===== config.mk =====
export PLATFORM = sky130hd
export DESIGN_NAME = uart_fifo_ctrl
export DESIGN_NICKNAME = d
export VERILOG_FILES = /design/src/rtl/uart_fifo_pkg.sv /design/src/rtl/byte_fifo.sv /design/src/rtl/fifo_ctl_reg.sv /design/src/rtl/rx_level_irq.sv /design/src/rtl/uart_fifo_ctrl.sv
export SDC_FILE = /design/constraint.sdc
export NUM_CORES = 1
export LEC_CHECK = 0
export BUFFER_PORTS_ARGS = -buffer_cell sky130_fd_sc_hd__clkbuf_2
export CAP_MARGIN = 20
export CORE_UTILIZATION = 30
export CTS_CLUSTER_SIZE = 28
export DETAILED_ROUTE_END_ITERATION = 8
export GPL_TIMING_DRIVEN = 0
export SYNTH_ARGS = -nofsm -noshare
export SYNTH_HDL_FRONTEND = slang
export SYNTH_SLANG_ARGS = --single-unit

===== constraint.sdc =====
create_clock -name clk_i -period 3.2 [get_ports clk_i]
set_clock_uncertainty 0.2 [all_clocks]
set_input_delay 0.16 -clock clk_i [delete_from_list [all_inputs] [get_ports clk_i]]
set_output_delay 0.16 -clock clk_i [all_outputs]
set_load 0.03 [all_outputs]

===== src/rtl/uart_fifo_pkg.sv =====
package uart_fifo_pkg;
  typedef enum logic [1:0] {
    TRIG_1  = 2'b00,
    TRIG_4  = 2'b01,
    TRIG_8  = 2'b10,
    TRIG_14 = 2'b11
  } rx_trig_e;

  // control register bit positions (read-back layout depends on these)
  localparam int unsigned CTL_EN_BIT    = 0;
  localparam int unsigned CTL_RXCLR_BIT = 1;
  localparam int unsigned CTL_TXCLR_BIT = 2;
  localparam int unsigned CTL_DMA_BIT   = 3;
  localparam int unsigned CTL_TRIG_LSB  = 6;

  function automatic int unsigned trig_bytes(rx_trig_e t);
    case (t)
      TRIG_1:  return 1;
      TRIG_4:  return 4;
      TRIG_8:  return 8;
      default: return 14;
    endcase
  endfunction
endpackage


===== src/rtl/byte_fifo.sv =====
module byte_fifo #(
  parameter int unsigned WIDTH = 8,
  parameter int unsigned DEPTH = 16,
  localparam int unsigned AW = (DEPTH > 1) ? $clog2(DEPTH) : 1,
  localparam int unsigned CW = $clog2(DEPTH + 1)
) (
  input  logic             clk_i,
  input  logic             rst_ni,
  input  logic             clr_i,
  input  logic             push_i,
  input  logic [WIDTH-1:0] data_i,
  input  logic             pop_i,
  output logic [WIDTH-1:0] data_o,
  output logic             full_o,
  output logic             empty_o,
  output logic [CW-1:0]    count_o
);
  localparam logic [AW-1:0] LAST = AW'(DEPTH - 1);
  localparam logic [CW-1:0] FULL_CNT = CW'(DEPTH);

  logic [WIDTH-1:0] mem_q [DEPTH];
  logic [AW-1:0]    wr_ptr_q, rd_ptr_q;
  logic [CW-1:0]    cnt_q;
  logic             do_push, do_pop;

  assign full_o  = (cnt_q == FULL_CNT);
  assign empty_o = (cnt_q == '0);
  assign count_o = cnt_q;
  assign data_o  = mem_q[rd_ptr_q];

  // flush wins over any transfer in the same cycle
  assign do_push = push_i && !full_o && !clr_i;
  assign do_pop  = pop_i && !empty_o && !clr_i;

  function automatic logic [AW-1:0] bump(logic [AW-1:0] p);
    return (p == LAST) ? '0 : p + 1'b1;
  endfunction

  always_ff @(posedge clk_i or negedge rst_ni) begin
    if (!rst_ni) begin
      wr_ptr_q <= '0;
      rd_ptr_q <= '0;
      cnt_q    <= '0;
    end else if (clr_i) begin
      wr_ptr_q <= '0;
      rd_ptr_q <= '0;
      cnt_q    <= '0;
    end else begin
      if (do_push) wr_ptr_q <= bump(wr_ptr_q);
      if (do_pop)  rd_ptr_q <= bump(rd_ptr_q);
      case ({do_push, do_pop})
        2'b10:   cnt_q <= cnt_q + 1'b1;
        2'b01:   cnt_q <= cnt_q - 1'b1;
        default: cnt_q <= cnt_q;
      endcase
    end
  end

  always_ff @(posedge clk_i) begin
    if (do_push) mem_q[wr_ptr_q] <= data_i;
  end

  AST_NO_OVERFLOW: assert property (@(posedge clk_i) disable iff (!rst_ni)
    cnt_q <= FULL_CNT);
  AST_FULL_PUSH_HOLD: assert property (@(posedge clk_i) disable iff (!rst_ni)
    (full_o && push_i && !pop_i && !clr_i) |=> full_o);
  AST_EMPTY_POP_HOLD: assert property (@(posedge clk_i) disable iff (!rst_ni)
    (empty_o && pop_i && !push_i && !clr_i) |=> empty_o);
  AST_FLUSH_EMPTIES: assert property (@(posedge clk_i) disable iff (!rst_ni)
    clr_i |=> empty_o);
  AST_BOTH_HOLD: assert property (@(posedge clk_i) disable iff (!rst_ni)
    (push_i && pop_i && !full_o && !empty_o && !clr_i) |=> $stable(cnt_q));
endmodule


===== src/rtl/fifo_ctl_reg.sv =====
module fifo_ctl_reg
  import uart_fifo_pkg::*;
(
  input  logic       clk_i,
  input  logic       rst_ni,
  input  logic       we_i,
  input  logic [7:0] wdata_i,
  output rx_trig_e   trig_o,
  output logic       tx_flush_o,
  output logic       rx_flush_o,
  output logic [7:0] rdata_o
);
  rx_trig_e trig_q;
  logic     dma_q, tx_flush_q, rx_flush_q;
  logic     wr_ok;
  logic     unused_wbits;

  assign wr_ok        = we_i && wdata_i[CTL_EN_BIT];
  assign unused_wbits = ^wdata_i[5:4];

  always_ff @(posedge clk_i or negedge rst_ni) begin
    if (!rst_ni) begin
      trig_q     <= TRIG_1;
      dma_q      <= 1'b0;
      tx_flush_q <= 1'b0;
      rx_flush_q <= 1'b0;
    end else begin
      tx_flush_q <= 1'b0;
      rx_flush_q <= 1'b0;
      if (wr_ok) begin
        trig_q     <= rx_trig_e'(wdata_i[CTL_TRIG_LSB +: 2]);
        dma_q      <= wdata_i[CTL_DMA_BIT];
        tx_flush_q <= wdata_i[CTL_TXCLR_BIT];
        rx_flush_q <= wdata_i[CTL_RXCLR_BIT];
      end
    end
  end

  assign trig_o     = trig_q;
  assign tx_flush_o = tx_flush_q;
  assign rx_flush_o = rx_flush_q;
  assign rdata_o    = {trig_q, 2'b00, dma_q, tx_flush_q, rx_flush_q, 1'b1};

  AST_WRITE_GATED: assert property (@(posedge clk_i) disable iff (!rst_ni)
    (we_i && !wdata_i[CTL_EN_BIT]) |=>
      ($stable(trig_q) && $stable(dma_q) && !tx_flush_q && !rx_flush_q));
  AST_TX_PULSE_ONE: assert property (@(posedge clk_i) disable iff (!rst_ni)
    (tx_flush_q && !(we_i && wdata_i[CTL_EN_BIT])) |=> !tx_flush_q);
  AST_RX_PULSE_ONE: assert property (@(posedge clk_i) disable iff (!rst_ni)
    (rx_flush_q && !(we_i && wdata_i[CTL_EN_BIT])) |=> !rx_flush_q);
endmodule


===== src/rtl/rx_level_irq.sv =====
module rx_level_irq
  import uart_fifo_pkg::*;
#(
  parameter int unsigned CW = 5
) (
  input  rx_trig_e        trig_i,
  input  logic [CW-1:0]   count_i,
  output logic            irq_o
);
  assign irq_o = 32'(count_i) >= trig_bytes(trig_i);
endmodule


===== src/rtl/uart_fifo_ctrl.sv =====
module uart_fifo_ctrl
  import uart_fifo_pkg::*;
#(
  parameter int unsigned DATA_W = 8,
  parameter int unsigned DEPTH  = 16,
  localparam int unsigned CNT_W = $clog2(DEPTH + 1)
) (
  input  logic              clk_i,
  input  logic              rst_ni,
  input  logic              ctl_we_i,
  input  logic [7:0]        ctl_wdata_i,
  output logic [7:0]        ctl_rdata_o,
  input  logic              tx_push_i,
  input  logic [DATA_W-1:0] tx_data_i,
  input  logic              tx_pop_i,
  output logic [DATA_W-1:0] tx_data_o,
  output logic              tx_full_o,
  output logic              tx_empty_o,
  output logic [CNT_W-1:0]  tx_count_o,
  input  logic              rx_push_i,
  input  logic [DATA_W-1:0] rx_data_i,
  input  logic              rx_pop_i,
  output logic [DATA_W-1:0] rx_data_o,
  output logic              rx_full_o,
  output logic              rx_empty_o,
  output logic [CNT_W-1:0]  rx_count_o,
  output logic              rx_avail_irq_o
);
  rx_trig_e trig;
  logic     tx_flush, rx_flush;

  fifo_ctl_reg u_ctl (
    .clk_i      (clk_i),
    .rst_ni     (rst_ni),
    .we_i       (ctl_we_i),
    .wdata_i    (ctl_wdata_i),
    .trig_o     (trig),
    .tx_flush_o (tx_flush),
    .rx_flush_o (rx_flush),
    .rdata_o    (ctl_rdata_o)
  );

  byte_fifo #(.WIDTH(DATA_W), .DEPTH(DEPTH)) u_tx_fifo (
    .clk_i   (clk_i),
    .rst_ni  (rst_ni),
    .clr_i   (tx_flush),
    .push_i  (tx_push_i),
    .data_i  (tx_data_i),
    .pop_i   (tx_pop_i),
    .data_o  (tx_data_o),
    .full_o  (tx_full_o),
    .empty_o (tx_empty_o),
    .count_o (tx_count_o)
  );

  byte_fifo #(.WIDTH(DATA_W), .DEPTH(DEPTH)) u_rx_fifo (
    .clk_i   (clk_i),
    .rst_ni  (rst_ni),
    .clr_i   (rx_flush),
    .push_i  (rx_push_i),
    .data_i  (rx_data_i),
    .pop_i   (rx_pop_i),
    .data_o  (rx_data_o),
    .full_o  (rx_full_o),
    .empty_o (rx_empty_o),
    .count_o (rx_count_o)
  );

  rx_level_irq #(.CW(CNT_W)) u_irq (
    .trig_i  (trig),
    .count_i (rx_count_o),
    .irq_o   (rx_avail_irq_o)
  );

  AST_IRQ_EMPTY: assert property (@(posedge clk_i) disable iff (!rst_ni)
    rx_empty_o |-> !rx_avail_irq_o);
  AST_IRQ_FULL: assert property (@(posedge clk_i) disable iff (!rst_ni)
    rx_full_o |-> rx_avail_irq_o);
  AST_RDATA_GUARD: assert property (@(posedge clk_i) disable iff (!rst_ni)
    ctl_rdata_o[0] && (ctl_rdata_o[5:4] == 2'b00));
endmodule


**Yosys cells after proc, flatten, opt, wreduce, memory -nomap -nowiden**

Memory sizes are Yosys's and may differ from the RTL's.
Index checks and enable logic that the tools add are counted.

- Bits in registers: 31
- Bits in latches: 0
- RAM bits: 256
- Bits in read-only memories: 0
- Input port bits: 31
- Output and inout bits: 39
- Logic and storage cells: 80
- Memories kept: 2

- Add/sub/neg operators: 8
- Multipliers: 0
- Div/mod/pow operators: 0
- $lt $le $gt $ge: 1
- Equal/unequal tests: 12
- Shift-type cells: 0
- Muxes and demuxes: 23
- Bitwise gates (word level): 0
- Reductions and logical operators: 24

Memories:

| name | depth | bits a word | rd ports | clocked after Yosys merged registers in | wr ports | line | source |
|---|---|---|---|---|---|---|---|
| u_rx_fifo.mem_q | 16 | 8 | 1 | 0 | 1 | byte_fifo.sv:21 | `logic [WIDTH-1:0] mem_q [DEPTH];` |
| u_tx_fifo.mem_q | 16 | 8 | 1 | 0 | 1 | byte_fifo.sv:21 |  |

Operator list:

| kind | number |
|---|---|
| 2-to-1 mux 4 bit | 12 |
| one-hot mux 5 bit (2 select lines) | 2 |
| adder 4 x 1 -> 4 bit, second input constant | 4 |
| equality test 4 bit, second input constant | 4 |
| one-hot mux 4 bit (3 select lines) | 1 |
| adder 5 x 1 -> 5 bit, second input constant | 2 |
| equality test 5 bit, second input constant | 2 |
| logical NOT 5 bit | 2 |
| 2-to-1 mux 5 bit | 2 |
| subtractor 5 x 1 -> 5 bit, second input constant | 2 |
| logical AND 1 bit | 9 |
| nonzero test 2 bit | 4 |
| equality test 2 x 1 -> 1 bit, second input constant | 3 |
| equality test 2 bit, second input constant | 3 |
| logical NOT 1 bit | 6 |
| 2-to-1 mux 1 bit | 6 |
| nonzero test 3 bit | 2 |
| >= comparator 5 x 4 -> 1 bit | 1 |
| logical NOT 2 bit | 1 |

**Logic depth before layout (Yosys ltp)**

Gate-level depths: netlist (run 1).

- Depth in word-level cells: 7
- Gate-level depth with buffers: 11
- Depth with buffers taken out: 10

**Modules after synthesis**

Synthesis (run 1) repeated with hierarchy kept, for this count alone.

- Cell total of the unflattened synthesis: 762
- Area, all modules: 12152.9 um^2

By module, submodules not included:

| module | instances | cells an instance | area each (um^2) | seq. area each (um^2) |
|---|---|---|---|---|
| byte_fifo | 2 | 363 | 5895.7 | 4169.0 |
| fifo_ctl_reg | 1 | 21 | 259.0 | 125.1 |
| rx_level_irq | 1 | 15 | 102.6 | 0.0 |

**Worst setup path before layout (run 1)**

Ideal clock, no wire load.

- Kind: reg2reg
- Start: register u_rx_fifo.cnt_q[1], in the netlist u_rx_fifo.count_o[1]
- End: register u_rx_fifo.cnt_q[3], in the netlist u_rx_fifo.count_o[3]
- Setup time: 125 ps
- Data arrival time: 2624 ps
- Required time: 2875 ps
- Path slack: 251 ps
- Stages on the path, launching flop included: 12
- Buffers on the path: 1
- Clock period less this slack: 2949 ps
- Cell sequence: dfrtp_1 or4_1 buf_2 o21a_1 nand2_1 inv_1 ha_1 a21o_1 a21oi_1 xor2_1 nor2_1 mux2_2

- Longest elaborated chain between the ends: 7
- Elaborated cells on any way between the ends: 15
- Classes of those cells: add/sub: 2; eq/ne: 3; mux: 2; reduce/logical: 8

RTL lines:

| item | line | source |
|---|---|---|
| start: declaration | byte_fifo.sv:23 | `logic [CW-1:0] cnt_q;` |
| start signal: assignment | byte_fifo.sv:52 | `2'b10: cnt_q <= cnt_q + 1'b1;` |
| start signal: assignment | byte_fifo.sv:53 | `2'b01: cnt_q <= cnt_q - 1'b1;` |
| start signal: assignment | byte_fifo.sv:54 | `default: cnt_q <= cnt_q;` |
| equality test 5 bit / logical NOT 5 bit (equally long branches) | byte_fifo.sv:26, byte_fifo.sv:27 |  |
| logical NOT 1 bit, on equally long branches | byte_fifo.sv:32, byte_fifo.sv:33 |  |
| logical AND 1 bit, on equally long branches (2 in series) | byte_fifo.sv:32, byte_fifo.sv:33 |  |
| equality test 2 x 1 -> 1 bit / equality test 2 bit (equally long branches) | byte_fifo.sv:51 | `case ({do_push, do_pop})` |
| one-hot mux 5 bit (2 select lines) | byte_fifo.sv:51 |  |
| 2-to-1 mux 5 bit | byte_fifo.sv:44 | `end else if (clr_i) begin` |

Parallel ways exist; a longest one is shown, timed or not.
A chain may end at the register's enable or synchronous reset.

**Worst setup path after layout (run 1)**

- Start: register u_tx_fifo.rd_ptr_q[0]
- End: output tx_data_o[2]

- Longest elaborated chain between the ends: 1

RTL lines:

| item | line | source |
|---|---|---|
| start: declaration | byte_fifo.sv:22 | `logic [AW-1:0] wr_ptr_q, rd_ptr_q;` |
| start signal: assignment | byte_fifo.sv:50 | `if (do_pop) rd_ptr_q <= bump(rd_ptr_q);` |
| memory read (16 x 8 bit) | - |  |
| end: declaration | uart_fifo_ctrl.sv:16 | `output logic [DATA_W-1:0] tx_data_o,` |

Every way passes these cells.

==> results by group, run 1 <==
Status
  – Outcome: finished, final reports clean

Pwr
  – Worst vdd ir: between 0.5 and 0.6 mV
  – Pwr/cell area: 870.8 mW/mm²
  – Leakage Power: about 0.005 µW

Drt
  – Antenna-violating nets left: 0
  – DRT Wirelength: roughly 25 mm
  – Via/cell ratio: between 4 and 5
  – Routed WL per cell: around 18 µm
  – Via count: 6494
  – DRC violation count after routing: 0
  – Initial drt markers: roughly 400
  – Drt pass-1 iters: 5

CTS
  – Worst-Skew Late Latency: 0.56 ns
  – CTS Buffer Depth: 3
  – CTS Sinks: 287
  – H-tree depth: 1
  – Setup bufs post-CTS: 0
  – CTS tree: yes
  – Clk slew on worst S/H paths: 0.06 ns
  – Clk root buf: clkbuf_16
  – Total clock buffers created by CTS: 29

Placed design
  – Port Buf Inserts: between 60 and 70
  – Cells after DPL: ~1.3k
  – Dpl hpwl: 16.81 mm
  – Post-DP Area: 0.01301 mm²
  – Routability congestion estimate: about 0.76

Final layout
  – Fin area: 0.01436 mm²
  – Multi-input logic area: roughly 0.0033 mm²
  – Nets: around 900
  – Final core occ: between 30% and 40%
  – Layout area overhead: 19.80%
  – N_diodes: 0
  – Final cell count without fillers: roughly 1.4k
  – FF/Latch Area: about 0.0085 mm²
  – Ratio of cells with drive above 1 in the final layout: 26.50%
  – Fillers: 3623

Logic synthesis
  – Most used DFF post-synth: edfxtp_1
  – Number of synthesized flops with an enable pin: between 200 and 300
  – Sequential-to-total area share from yosys stat: between 70% and 80%
  – Leading area contributor after synthesis: edfxtp_1
  – Mapped Area: roughly 0.012 mm²
  – Top cells by area, synth: edfxtp_1 64%, mux4_2 11%, dfrtp_1 6.5%, mux2i_1 2.2%, ha_1 2.1%
  – FF+latch count, synth: roughly 290
  – Yosys top cell area share: 64.11%
  – Syn avg cell area: approximately 17 µm²
  – FFs w/ async S/R, synth: a little over a tenth
  – Synthesis warning total: 0
  – Synth unique cells: between 40 and 50
  – Post-Syn Instances: 696

Global routing
  – First-pass GRT wire length: 39.74 mm
  – Overflow left after global routing: 0
  – Vias in the first global route: 6628
  – GRT Total Usage: between 10% and 20%
  – Largest net degree at the start of global routing: 32
  – Antenna violations before repair: 0

Floorplanning
  – Num rows: approximately 70
  – Initial Util: a little under a third
  – Ports: 70
  – Die area: approximately 0.04 mm²
  – Die width: 201.9 µm
  – Die H: 201.9 µm
  – Core ar.: slightly below 0.04 mm²

Timing
  – Least-Margin Pin Slew: around 0.99 ns
  – Fin. Hold Viols: 0
  – RSZ-0062 raised after global routing: no
  – Min cycle time layout: about 3.0 ns
  – Setup TNS: 0 ns
  – Final setup violating endpoints: 0
  – Slew Viols, Final: 0
  – Max-slew headroom: between 30% and 40%
  – Final period utilization: between 90% and 100%
  – Highest clock rate: ~330 MHz

Setup path
  – Worst Setup End Kind: primary output
  – WP data arrival: between 2 and 3 ns
  – Setup CP Type: reg -> out
  – CP max FO: 10
  – Setup crit start kind: register
  – Critical Path RT: approximately 2.8 ns

Flow run
  – Max-Cap Viols: 0

Worst hold path
  – Worst hold-check path type: in -> async
==> worst max-delay path, cell delays in order (launching register included) <==
cell	delay [ns]
dfrtp_1	0.38
buf_6	0.18
buf_4	0.26
mux4_2	0.60
mux4_2	0.48
clkbuf_2	0.21
==> Yosys cell counts, types with 3 or more instances <==
master and instances:
nor2b_1 4, ha_1 20, or3_1 3, a31oi_1 4, mux2_2 21, dfrtp_1 31, nor2_1 55, a221oi_1 8
buf_2 10, buf_4 8, nor3_1 12, xor2_1 8, a21oi_1 26, clkbuf_1 16, a21o_1 6, o21ai_0 20
mux4_2 56, nand2b_1 7, edfxtp_1 256, inv_1 12, mux2i_1 26, and2_1 3, a22oi_1 10, buf_1 5
nand2_1 39
==> layout by cell type (no fill, tap or decap), types with 21 or more instances in the layout <==
master	n
clkbuf_2	67
nand2_1	39
dlygate4sd3_1	31
nor2_1	55
dfrtp_1	29
mux4_2	56
clkbuf_16	29
mux2i_1	26
a21oi_1	24
edfxtp_1	256
mux2_2	21
==> kinds of logic (layout without fill, tap and decap cells) <==
family / count (synthesis) / in the layout / synth area share, %
compound gates: 85 / 85 / 4.518
xor+xnor: 10 / 10 / 0.7305
fa+ha+maj: 22 / 22 / 2.421
buf+inv: 52 / 204 / 2.045
flops: 287 / 287 / 70.58
mux: 103 / 103 / 14.66
other cells: 2 / 3 / 0.06263
simple gates: 135 / 135 / 4.977
==> where the power goes <==
group	switching, µW	internal [µW]
Clock	1400	2210
Sequential	221	4490
Combinational	2520	1680
Total	4140	8370
==> through the flow <==
| stage | worst slack, ns | power, µW | hold slack [ns] |
|---|---|---|---|
| 2_1_floorplan | 0.2513 | 7736 | -0.3356 |
| 3_3_place_gp | -0.1016 | 8922 | 0.1119 |
| 3_5_place_dp | 0.1224 | 8990 | 0.1252 |
| 4_1_cts | 0.03486 | 12640 | 0.06716 |
| 5_1_grt | 0.001188 | 13160 | 0.1103 |
| 6_report | 0.1616 | 12510 | 0.05288 |
==> per-layer routing <==
| metal | track usage [%] | up-vias | share of wire, % |
|---|---|---|---|
| met1 | 17.67 | 3318 | 45 |
| met3 | 1.822 | 30 | 5.0 |
| met5 | 0 | - | 0 |
| met2 | 20.42 | 176 | 48 |
| li1 | - | 2970 | - |
| met4 | 3.626 | 0 | 1.8 |
==> final timing paths <==
| path | startpoint | to | slack [ns] | cells past startpoint |
|---|---|---|---|---|
| worst max-delay path | u_tx_fifo.rd_ptr_q[0]$_DFFE_PN0P_ | tx_data_o[2] | 0.16 | 5 |
| worst min-delay path | rst_ni | u_rx_fifo.count_o[0]$_DFFE_PN0P_ | 0.05 | 2 |
| worst max register to register | u_rx_fifo.count_o[1]$_DFFE_PN0P_ | u_rx_fifo.count_o[4]$_DFFE_PN0P_ | 0.22 | 11 |
| worst min register to register | u_tx_fifo.rd_ptr_q[3]$_DFFE_PN0P_ | u_tx_fifo.rd_ptr_q[3]$_DFFE_PN0P_ | 0.33 | 2 |
| max in group asynchronous | rst_ni | u_rx_fifo.count_o[1]$_DFFE_PN0P_ | 2.15 | 2 |
| min in group clk_i | ctl_wdata_i[0] | u_ctl.tx_flush_o$_DFF_PN0_ | 0.19 | 3 |
==> what timing repair did <==
action	in CTS	in global routing
gates resized for setup	5	11
endpoints found under the setup margin	12	10
hold endpoints to repair	298	0
hold buffers	31	0
==> layout make-up <==
type,count,share of cell area [%]
plain buffers,40,1.516
clock buffers,39,5.453
clock inverters,15,1.646
inverters,12,0.3136
multi-input cells,358,23.04
flip-flops and latches,287,58.94
well taps,518,4.512
repair buffers,98,4.582
==> flip-flops by register name, indices dropped and copies added (netlist names) <==
signal / count
u_tx_fifo.count_o: 5
u_rx_fifo.mem_q: 128
u_rx_fifo.rd_ptr_q: 4
u_ctl.dma_q: 1
u_rx_fifo.count_o: 5
u_rx_fifo.wr_ptr_q: 4
u_ctl.trig_o: 2
u_ctl.rx_flush_o: 1
u_tx_fifo.wr_ptr_q: 4
u_ctl.tx_flush_o: 1
u_tx_fifo.rd_ptr_q: 4
u_tx_fifo.mem_q: 128
Note: power is estimated with default switching activity, not from simulation.
==> run 2: changes to the inputs <==
--- a/config.mk
+++ b/config.mk
@@ -11,5 +11,5 @@
 export CTS_CLUSTER_SIZE = 28
 export DETAILED_ROUTE_END_ITERATION = 8
-export GPL_TIMING_DRIVEN = 0
+export HOLD_SLACK_MARGIN = 0.1
 export SYNTH_ARGS = -nofsm -noshare
 export SYNTH_HDL_FRONTEND = slang
==> constraint.sdc (replaced) <==
create_clock -name clk_i -period 3.2 [get_ports clk_i]
set_clock_uncertainty 0.2 [all_clocks]
set_input_delay 0.8 -clock clk_i [delete_from_list [all_inputs] [get_ports clk_i]]
set_output_delay 0.8 -clock clk_i [all_outputs]
set_load 0.03 [all_outputs]
==> run 2 against run 1 <==
The flow now finishes with violations (setup timing). Register-to-register slack is essentially flat. Maximum frequency shrank 13%. Clock-buffer cell count shrank 6. Non-clock buffer count shrank 1. Worst setup slack lost 0.44 ns. Clock power shrank 9.4%. Highest routed layer unchanged. Sequential cell count is the same. Utilization grew 1.3 points. Die area is the same.
==> results by group, run 2 (synthesized netlist as in run 1, its figures left out) <==
CTS
  – Clk root buf: clkbuf_16 (unchanged)
  – CTS Sinks: 287 (unchanged)
  – Total clock buffers created by CTS: 28 (was 29)
  – Clk slew on worst S/H paths: 0.06 ns (about the same)
  – Worst-Skew Late Latency: 0.54 ns (was 0.56 ns)
  – CTS Buffer Depth: 3 (unchanged)
  – CTS tree: yes (unchanged)
  – H-tree depth: 1 (unchanged)
  – Hold_buf cts: 0 (was 31)

Final layout
  – Ratio of cells with drive above 1 in the final layout: 36.29% (was 26.50%)
  – N_diodes: 0 (unchanged)
  – Nets: 877 (was 879)
  – Layout area overhead: 23.95% (was 19.80%)
  – Commonest non-fill, non-tap cell in the layout: edfxtp_1 (unchanged)
  – Commonest non-fill, non-tap cells in the layout: 256 x edfxtp_1, 56 x mux4_2, 55 x nor2_1 (was 256 x edfxtp_1, 67 x clkbuf_2, 56 x mux4_2)
  – Largest regs: u_rx_fifo.mem_q (128), u_tx_fifo.mem_q (128) (unchanged)

Timing
  – RSZ-0062 raised after global routing: yes (was no)
  – Final worst slack: -0.2760 ns (was 0.1616 ns)
  – Min cycle time layout: 3.476 ns (was 3.038 ns)
  – Least-Margin Pin Slew: 0.8322 ns (was 0.9945 ns)
  – Hold Slack: 0.1532 ns (was 0.05288 ns)
  – Slew Viols, Final: 0 (unchanged)
  – Final setup violating endpoints: 16 (was 0)
  – Highest clock rate: 287.7 MHz (was 329.1 MHz)
  – Final period utilization: 108.6% (was 94.95%)
  – Fin. Hold Viols: 0 (unchanged)
  – Max-slew headroom: 44.52% (was 33.46%)

Global routing
  – Vias in the first global route: 6657 (was 6628)
  – Antenna violations before repair: 0 (unchanged)
  – First-pass GRT wire length: 38.66 mm (was 39.74 mm)
  – GRT Total Usage: 12.23% (was 12.63%)
  – Largest net degree at the start of global routing: 37 (was 32)
  – Overflow left after global routing: 0 (unchanged)

Pwr
  – Worst vdd ir: 0.4834 mV (was 0.5646 mV)
  – Overall Power: 13400 µW (was 12510 µW)
  – Pwr/cell area: 901.5 mW/mm² (was 870.8 mW/mm²)
  – Leakage Power: 0.005204 µW (was 0.004987 µW)

Worst hold path
  – Worst hold-check path type: in -> async (unchanged)

Floorplanning
  – Die width: 201.9 µm (unchanged)
  – Num rows: 72 (unchanged)
  – Initial Util: 30.74% (unchanged)
  – Die area: 0.04077 mm² (unchanged)
  – Ports: 70 (unchanged)
  – Die H: 201.9 µm (unchanged)
  – Core ar.: 0.03901 mm² (unchanged)

Setup path
  – Crit-path slowest cell: mux4_2 (unchanged)
  – Setup CP Type: reg -> out (unchanged)
  – Setup crit start kind: register (unchanged)
  – R2R depth: 10 (was 11)
  – Worst r2r src: u_rx_fifo.count_o[1]$_DFFE_PN0P_ (unchanged)
  – Worst setup path startpoint: u_tx_fifo.rd_ptr_q[0]$_DFFE_PN0P_ (unchanged)
  – Cell family contributing the most delay on the critical path: multiplexers (unchanged)
  – Worst Setup End Kind: primary output (unchanged)
  – Levels on crit path: 5 (unchanged)
  – CP most frequent cell: mux4_2 (unchanged)
  – WP data arrival: 2.48 ns (was 2.68 ns)
  – CP max FO: 5 (was 10)
  – CP cell instances: buf_12 -> buf_16 -> mux4_2 -> mux4_2 -> buf_8 (was buf_6 -> buf_4 -> mux4_2 -> mux4_2 -> clkbuf_2)
  – Worst path bufs/invs: 3 (unchanged)
  – Critical Path RT: 2.20 ns (was 2.84 ns)
  – Max incr delay on CP: 0.53 ns (was 0.60 ns)

Drt
  – Drt pass-1 iters: 4 (was 5)
  – DRC violation count after routing: 0 (unchanged)
  – DRT Wirelength: 25.14 mm (was 25.26 mm)
  – Via/cell ratio: 4.769 (was 4.751)
  – Initial drt markers: 451 (was 396)
  – Antenna-violating nets left: 0 (unchanged)
  – Via count: 6505 (was 6494)
  – Routed WL per cell: 18.43 µm (was 18.48 µm)

Status
  – Failing checks: setup timing
  – Outcome: finished with violations (was finished, final reports clean)

Flow run
  – Max-Cap Viols: 0 (unchanged)

Placed design
  – Routability congestion estimate: 0.7420 (was 0.7620)
  – Port Buf Inserts: 64 (was 62)
  – Dpl hpwl: 16.11 mm (was 16.81 mm)
  – Pre-CTS WS: 0.1669 ns (was 0.1224 ns)
-- run 2: timing repair --
item,in CTS,in global routing
resized for setup,78,67
pin swaps,18,23
setup endpoints to repair,16,18
cloned,7,0
setup buffers,8,8
-- run 2: area by class of cell --
class,instances,area [µm²]
clock buffer,33,740.7
clock inverter,19,167.7
fill,3553,24150
inverter,12,45.04
multi-input combinational,358,3547
sequential,287,8468
tap,518,648.1
timing repair buffer,137,1245
-- run 2: report_power, final --
| part | switching [µW] | internal, µW | leakage, µW | total (µW) |
|---|---|---|---|---|
| Sequential | 348 | 4480 | 0.00270 | 4830 |
| Clock | 1370 | 1890 | 0.000449 | 3260 |
| Combinational | 2710 | 2600 | 0.00206 | 5310 |
-- run 2: worst paths after layout --
path	to	slack [ns]
min	u_rx_fifo.count_o[3]$_DFFE_PN0P_	0.15
min in group clk_i	u_ctl.trig_o[0]$_DFFE_PN0P_	0.29
max reg2reg	u_rx_fifo.count_o[3]$_DFFE_PN0P_	0.21
max in group asynchronous	u_tx_fifo.rd_ptr_q[0]$_DFFE_PN0P_	2.06
max	tx_data_o[7]	-0.28
min reg2reg	u_ctl.dma_q$_DFFE_PN0P_	0.33
-- run 2: worst register-to-register path: cells and delay by family (launching register included) --
family | cells | cell delay (ns)
DFF | 1 | 0.39
and+or+nand+nor | 3 | 0.86
adders and majority gates | 1 | 0.28
buffers and inverters | 1 | 0.08
muxes | 1 | 0.25
xor gates and xnor gates | 1 | 0.16
AOI/OAI and AO/OA | 3 | 0.66
-- run 2: per-stage QoR --
step           TNS, ns  instances  utilization [%]  instance area (µm²)
2_1_floorplan        0        697                -                11990
4_1_cts         -3.167       1362            37.74                14720
3_5_place_dp         0       1295            33.96                13250
6_report        -2.496       1364            38.10                14860
5_1_grt         -3.785       1364            38.10                14860
3_3_place_gp         0       1295            33.96                13250
-- run 2: per-layer routing --
metal / vias to the layer above / global-route usage (%) / wire length [µm]
met5: - / 0 / 0
met4: 0 / 3.057 / 361
met3: 29 / 1.516 / 1162
met2: 171 / 20.10 / 12130
met1: 3317 / 17.18 / 11490
li1: 2988 / - / -
